**config.mk**
```make
export PLATFORM = sky130hd
export DESIGN_NAME = ctx_plane_mgr
export DESIGN_NICKNAME = d
export VERILOG_FILES = /design/src/rtl/ctx_plane_pkg.sv /design/src/rtl/ctx_tag_match.sv /design/src/rtl/ctx_lru.sv /design/src/rtl/ctx_plane_dec.sv /design/src/rtl/ctx_plane_mgr.sv
export SDC_FILE = /design/constraint.sdc
export NUM_CORES = 1
export LEC_CHECK = 0
export ABC_AREA = 1
export BUFFER_PORTS_ARGS = -buffer_cell sky130_fd_sc_hd__buf_4
export CORE_AREA = 2 2 143 145
export DETAILED_ROUTE_END_ITERATION = 7
export DIE_AREA = 0 0 145 147
export PLACE_DENSITY = 0.74
export SETUP_SLACK_MARGIN = 0.4
export SKIP_CTS_REPAIR_TIMING = 1
export SLEW_MARGIN = 40
export SYNTH_ARGS = -nofsm -noshare
export SYNTH_HDL_FRONTEND = slang
export SYNTH_SLANG_ARGS = --single-unit
```
**constraint.sdc**
```tcl
create_clock -name clk -period 9.4 [get_ports clk]
set_input_delay 0.47 -clock clk [delete_from_list [all_inputs] [get_ports clk]]
set_output_delay 0.47 -clock clk [all_outputs]
set_load 0.005 [all_outputs]
```
**src/rtl/ctx_plane_pkg.sv**
```systemverilog
package ctx_plane_pkg;
  typedef enum logic [1:0] {
    OUT_HIT    = 2'd0,
    OUT_SWITCH = 2'd1,
    OUT_LOAD   = 2'd2
  } outcome_e;
endpackage

```
**src/rtl/ctx_tag_match.sv**
```systemverilog
module ctx_tag_match #(
  parameter int N     = 4,
  parameter int CTX_W = 8,
  parameter int IDX_W = 2
) (
  input  logic [N-1:0][CTX_W-1:0] tags,
  input  logic [N-1:0]            filled,
  input  logic [CTX_W-1:0]        key,
  output logic                    found,
  output logic [IDX_W-1:0]        idx
);
  logic [N-1:0] match;

  for (genvar g = 0; g < N; g++) begin : g_cmp
    assign match[g] = filled[g] && (tags[g] == key);
  end

  // lowest matching plane wins (at most one matches in practice)
  always_comb begin
    found = 1'b0;
    idx   = '0;
    for (int p = N - 1; p >= 0; p--) begin
      if (match[p]) begin
        found = 1'b1;
        idx   = IDX_W'(p);
      end
    end
  end
endmodule

```
**src/rtl/ctx_lru.sv**
```systemverilog
module ctx_lru #(
  parameter int N     = 4,
  parameter int IDX_W = 2
) (
  input  logic             clk,
  input  logic             rst_n,
  input  logic             touch,
  input  logic [IDX_W-1:0] touch_idx,
  input  logic [N-1:0]     filled,
  output logic [IDX_W-1:0] victim
);
  // rank 0 = most recent, N-1 = oldest; ranks always form a permutation
  logic [N-1:0][IDX_W-1:0] ranks;

  always_ff @(posedge clk) begin
    if (!rst_n) begin
      for (int p = 0; p < N; p++) ranks[p] <= IDX_W'(p);
    end else if (touch) begin
      for (int p = 0; p < N; p++) begin
        if (IDX_W'(p) == touch_idx)
          ranks[p] <= '0;
        else if (ranks[p] < ranks[touch_idx])
          ranks[p] <= ranks[p] + 1'b1;
      end
    end
  end

  logic have_empty;
  always_comb begin
    have_empty = 1'b0;
    victim     = '0;
    for (int p = N - 1; p >= 0; p--) begin
      if (!filled[p]) begin
        have_empty = 1'b1;
        victim     = IDX_W'(p);
      end
    end
    if (!have_empty) begin
      for (int p = 0; p < N; p++)
        if (ranks[p] == IDX_W'(N - 1)) victim = IDX_W'(p);
    end
  end

  for (genvar k = 0; k < N; k++) begin : g_perm
    logic [N-1:0] owners;
    for (genvar p = 0; p < N; p++) begin : g_own
      assign owners[p] = (ranks[p] == IDX_W'(k));
    end
    assert_rank_perm_R6: assert property (@(posedge clk) disable iff (!rst_n)
      $countones(owners) == 1);
  end
endmodule

```
**src/rtl/ctx_plane_dec.sv**
```systemverilog
module ctx_plane_dec #(
  parameter int N     = 4,
  parameter int IDX_W = 2
) (
  input  logic             en,
  input  logic [IDX_W-1:0] idx,
  output logic [N-1:0]     sel
);
  for (genvar p = 0; p < N; p++) begin : g_sel
    assign sel[p] = en && (idx == IDX_W'(p));
  end
endmodule

```
**src/rtl/ctx_plane_mgr.sv**
```systemverilog
module ctx_plane_mgr
  import ctx_plane_pkg::*;
#(
  parameter int NUM_PLANES  = 4,
  parameter int CTX_W       = 8,
  parameter int WT_W        = 16,
  parameter int CNT_W       = 16,
  parameter int OVH_W       = 40,
  parameter int LOAD_CYCLES = 6,
  localparam int IDX_W      = $clog2(NUM_PLANES),
  localparam int TMR_W      = (LOAD_CYCLES > 1) ? $clog2(LOAD_CYCLES) : 1
) (
  input  logic                  clk,
  input  logic                  rst_n,
  input  logic                  req_valid,
  output logic                  req_ready,
  input  logic [CTX_W-1:0]      req_ctx,
  input  logic [WT_W-1:0]       load_cost,
  input  logic [WT_W-1:0]       switch_cost,
  output logic [NUM_PLANES-1:0] plane_sel,
  output logic [NUM_PLANES-1:0] prog_sel,
  output logic                  load_start,
  output logic [IDX_W-1:0]      load_plane,
  output logic [CTX_W-1:0]      load_ctx,
  output logic                  evt_valid,
  output logic [1:0]            evt_kind,
  output logic [CNT_W-1:0]      load_count,
  output logic [CNT_W-1:0]      switch_count,
  output logic [OVH_W-1:0]      overhead_total
);
  logic [NUM_PLANES-1:0][CTX_W-1:0] tags_q;
  logic [NUM_PLANES-1:0]            filled_q;
  logic [IDX_W-1:0]                 active_q, pend_q;
  logic                             active_vld_q;
  logic                             busy_q;
  logic [TMR_W-1:0]                 timer_q;

  logic             found;
  logic [IDX_W-1:0] found_idx, victim, touch_idx;
  logic             accept, is_hit, is_switch, is_load;

  ctx_tag_match #(.N(NUM_PLANES), .CTX_W(CTX_W), .IDX_W(IDX_W)) u_match (
    .tags(tags_q), .filled(filled_q), .key(req_ctx),
    .found(found), .idx(found_idx)
  );

  ctx_lru #(.N(NUM_PLANES), .IDX_W(IDX_W)) u_lru (
    .clk(clk), .rst_n(rst_n), .touch(accept), .touch_idx(touch_idx),
    .filled(filled_q), .victim(victim)
  );

  ctx_plane_dec #(.N(NUM_PLANES), .IDX_W(IDX_W)) u_exec_dec (
    .en(active_vld_q), .idx(active_q), .sel(plane_sel)
  );

  ctx_plane_dec #(.N(NUM_PLANES), .IDX_W(IDX_W)) u_prog_dec (
    .en(busy_q), .idx(pend_q), .sel(prog_sel)
  );

  assign req_ready = !busy_q;
  assign accept    = req_valid && !busy_q;
  assign is_hit    = found && active_vld_q && (found_idx == active_q);
  assign is_switch = found && !is_hit;
  assign is_load   = !found;
  assign touch_idx = found ? found_idx : victim;

  always_ff @(posedge clk) begin
    if (!rst_n) begin
      tags_q         <= '0;
      filled_q       <= '0;
      active_q       <= '0;
      active_vld_q   <= 1'b0;
      pend_q         <= '0;
      busy_q         <= 1'b0;
      timer_q        <= '0;
      load_start     <= 1'b0;
      load_plane     <= '0;
      load_ctx       <= '0;
      evt_valid      <= 1'b0;
      evt_kind       <= OUT_HIT;
      load_count     <= '0;
      switch_count   <= '0;
      overhead_total <= '0;
    end else begin
      load_start <= 1'b0;
      evt_valid  <= 1'b0;
      if (busy_q) begin
        if (timer_q == '0) begin
          busy_q       <= 1'b0;
          active_q     <= pend_q;
          active_vld_q <= 1'b1;
        end else begin
          timer_q <= timer_q - 1'b1;
        end
      end else if (accept) begin
        evt_valid <= 1'b1;
        if (is_hit) begin
          evt_kind <= OUT_HIT;
        end else if (is_switch) begin
          evt_kind       <= OUT_SWITCH;
          active_q       <= found_idx;
          switch_count   <= switch_count + 1'b1;
          overhead_total <= overhead_total + OVH_W'(switch_cost);
        end else begin
          evt_kind         <= OUT_LOAD;
          tags_q[victim]   <= req_ctx;
          filled_q[victim] <= 1'b1;
          pend_q           <= victim;
          busy_q           <= 1'b1;
          timer_q          <= TMR_W'(LOAD_CYCLES - 1);
          load_start       <= 1'b1;
          load_plane       <= victim;
          load_ctx         <= req_ctx;
          load_count       <= load_count + 1'b1;
          overhead_total   <= overhead_total + OVH_W'(load_cost);
        end
      end
    end
  end

  assert_sel_onehot0_R1: assert property (@(posedge clk) disable iff (!rst_n)
    $onehot0(plane_sel));

  assert_hit_quiet_R2: assert property (@(posedge clk) disable iff (!rst_n)
    (accept && is_hit) |=> ($stable(overhead_total) && $stable(plane_sel)
                            && $stable(load_count) && $stable(switch_count)));

  assert_switch_moves_R3: assert property (@(posedge clk) disable iff (!rst_n)
    (accept && is_switch) |=> (plane_sel != $past(plane_sel)) && (evt_kind == OUT_SWITCH));

  assert_load_counted_R4: assert property (@(posedge clk) disable iff (!rst_n)
    (accept && is_load) |=> load_start && (load_count == $past(load_count) + 1'b1));

  assert_load_stalls_R7: assert property (@(posedge clk) disable iff (!rst_n)
    load_start |-> (!req_ready && $onehot(prog_sel)));

  assert_no_switch_on_load_R7: assert property (@(posedge clk) disable iff (!rst_n)
    $fell(busy_q) |-> $stable(switch_count));
endmodule

```
==> results.md <==
* Status: complete, no violations
* Measured slew at the worst slew-check pin at 0.811 ns
* CTS tree: yes
* Capturing point of the worst reg2reg path: overhead_total[30]
* EDFF count, synth at 0
* Skew final at 0.0153 ns
* Library cell with the highest instance count after synthesis: nand2_1
* Critical path endpoint category: register
* Floorplan die height at 147 µm
* Final-layout fill cell count at 2,012
* Global-route wire length before repair at 43,500 µm
* Core region area at 19,800 µm²
* Number of synthesized register bits at 137
* Synthesized-area fraction occupied by adder cells at 4.25%
* Layout cells sized above 1 at 14.5%
* Clk sink count at 137
* Overall routing resource usage at 25.1%
* CP Class: register to register
* End point of the most critical hold path: load_ctx[0]
* Worst EP required at 9.72 ns
* Worst R2R Path Depth at 25
* Final worst hold slack at 0.407 ns
* Deepest clock path buffer count at 2
* Final Critical Period at 4.75 ns
* Number of search-and-repair iterations in the first detailed-routing pass at 8
* Final setup violation count at 0
* Worst Min Path Start: req_ctx[0]
* Worst reg2reg setup slack at 4.65 ns
* Mean area per synthesized cell at 6.45 µm²
* Synth async-reset ratio at 0%
* Half-perimeter wire length after detailed placement at 20,300 µm
* Layout area overhead at 20.3%
* Maximum VDD drop at 136 µV
* Post-route total power at 0.00166 W
* Number of nets in the finished design at 1,540
* Sequential-to-total area share from yosys stat at 31.5%
* Post-synthesis compound-gate area fraction at 16.0%
* Power density normalized to cell area at 158 nW/µm²
* Unrepaired setup endpoints after global routing: no
* Hold Violations, Final at 0
* Top-level port count at 138
* Static Leak at 4.48 nW
* Yosys top cell by area: dfxtp_1
* Number of placed instances with taps included at 1,719
* Initial core utilization at 43.9%
* Path type of the worst min-delay path: primary input to register
* Uppermost signal routing layer after detailed routing: met4
* Antenna violations before repair at 0
* Number of vias in the routed layout at 9,260
* Number of instances in the synthesized netlist at 1,351
* Deepest level of the CTS H-tree at 4
* GP Congestion at 0.947
* XOR/XNOR share of the synthesized area at 3.50%
* Largest net degree at the start of global routing at 90
* Number of unique standard cell types used by synthesis at 53
* Antenna diode count at 0
* Most numerous cell types in the synthesized netlist: nand2_1, nor2_1, inv_1
* Width of the die at 145 µm
* Met1 Routed Length at 13,000 µm
* Relative slew slack at 45.8%
* Number of cell rows at 52
* Worst skew pair latency at 0.43 ns
* Max Cap Viol at 0
* First DRT Iteration DRCs at 708
* Final WL at 26,800 µm
* Critical-path maximum fanout at 18
* Data arrival at the endpoint of the critical path at 5.07 ns
* Antenna viol nets, final at 0
* Number of max-slew violations in the final report at 0
* Root buffer cell: clkbuf_16
* Proportion of synthesized area in mux cells at 0%
* Syn nets at 1,423
* Average detailed-routed wire length per instance at 15.3 µm
* Fmax at 0.211 GHz
* Final Instance Count excl. Fillers at 1,750
* Worst Setup Slack post-DPL at 4.41 ns
* Slowest library cell on the worst path: dfxtp_1
* Simple-gate portion of the synthesized area at 35.0%
* Startpoint kind of the worst setup timing path: register
* Beginning of the worst register-to-register path: filled_q[2]
* Floorplan die area at 21,300 µm²
* Port-buffer cells at 137
* Longest individual stage delay on the worst path at 0.42 ns
* Biggest area contributors in the synthesized netlist: dfxtp_1, nand2_1, a21oi_1, nor2_1, inv_1
* Cell area after synthesis at 8720 µm²
* Fraction of post-synthesis cell area in the top cell type by area at 31.5%
* Number of vias per cell after detailed routing at 5.29
* Met3 WL at 1570 µm
* GR Overflow Total at 0
* Total clock buffers created by CTS at 17
* Post-route fraction of the period consumed by the critical path at 50.5%
* Hold Crit Depth at 3
* Routed length on met2 at 11,800 µm
* Combinational family with the most area after synthesis: simple AND/OR/NAND/NOR gates
* Yosys synthesis warning count at 0
* Number of global-route vias before repair at 8,548
* Number of DRC violations after detailed routing at 0
* Final total negative setup slack at 0 ns
* CTS clock-pin slew for the worst setup and hold paths at 0.06 ns
* Worst-case setup margin in the final layout at 4.65 ns
* Primary FF master, synth: dfxtp_1
## cell type report
cell class                 count  area [µm²]  area share [%]
tap                          270         338            3.22
sequential                   137        2740            26.2
timing repair buffer         139        1050            9.99
clock inverter                11         171            1.64
inverter                     161         614            5.86
clock buffer                  20         447            4.26
multi-input combinational   1012        5120            48.9
## sequential cells by signal (all words and copies together) (netlist names)
name	count
load_ctx	8
overhead_total	40
switch_count	16
busy_q	1
active_vld_q	1
evt_kind	2
load_start	1
tags_q	32
timer_q	3
active_q	2
pend_q	2
u_lru.ranks	8
evt_valid	1
load_count	16
filled_q	4
## metrics by stage
step                instance area [µm²]  util (%)
floorplan                          8720         -
global placement                   9860      49.7
detailed placement                 9860      49.7
CTS                               10500      52.8
global route                      10500      52.8
finish                            10500      52.8
## layer usage
layer	vias to the layer above	track usage, %
met5	-	0
met4	0	7.67
met3	33	4.19
met2	279	39.4
met1	4256	35.4
li1	4692	-
## power by group
group,internal (W),switching [W]
registers,0.000609,0.0000228
clock network,0.000450,0.000268
logic,0.000115,0.000195
## worst max-delay path by stage
stage,from,to
finish,filled_q[2],overhead_total[30]
global route,filled_q[2],overhead_total[30]
CTS,filled_q[2],overhead_total[30]
detailed placement,req_ctx[5],overhead_total[30]
global placement,req_ctx[7],overhead_total[30]
floorplan,req_ctx[5],overhead_total[30]
## cells in the final DEF (no fill, tap or decap), types with 3 or more instances in the layout
cell / n
inv_4: 4
a31oi_1: 12
inv_1: 150
nor4_1: 12
clkbuf_16: 17
nor3b_1: 3
o21ai_0: 84
xor2_1: 21
and3_1: 6
nand4_1: 31
nor3_2: 4
bufinv_16: 4
nand3_1: 82
nor2_1: 164
nand2_1: 313
buf_4: 138
nand3b_1: 3
nor3_1: 36
nand2_2: 8
a21oi_1: 141
inv_2: 6
ha_1: 28
xnor2_1: 12
dfxtp_1: 137
o21ai_1: 11
o21a_1: 4
nor2_2: 7
## critical path: cells and delay by family, from the launching register on
family | cells | cell delay, ns
AO/OA/AOI/OAI | 5 | 1.37
adder cells (fa/ha/maj) | 2 | 0.59
buffers and inverters | 3 | 0.48
flip-flops | 1 | 0.42
AND/OR/NAND/NOR | 15 | 1.76
## kinds of logic (layout without fill, tap and decap cells)
family	count (synthesis)	in the layout
adders and majority gates	29	29
AOI/OAI and AO/OA	265	265
xor gates and xnor gates	34	34
buffers and inverters	202	331
and+or+nand+nor	684	684
DFF	137	137
No activity file was read; power rests on OpenSTA's default activity.
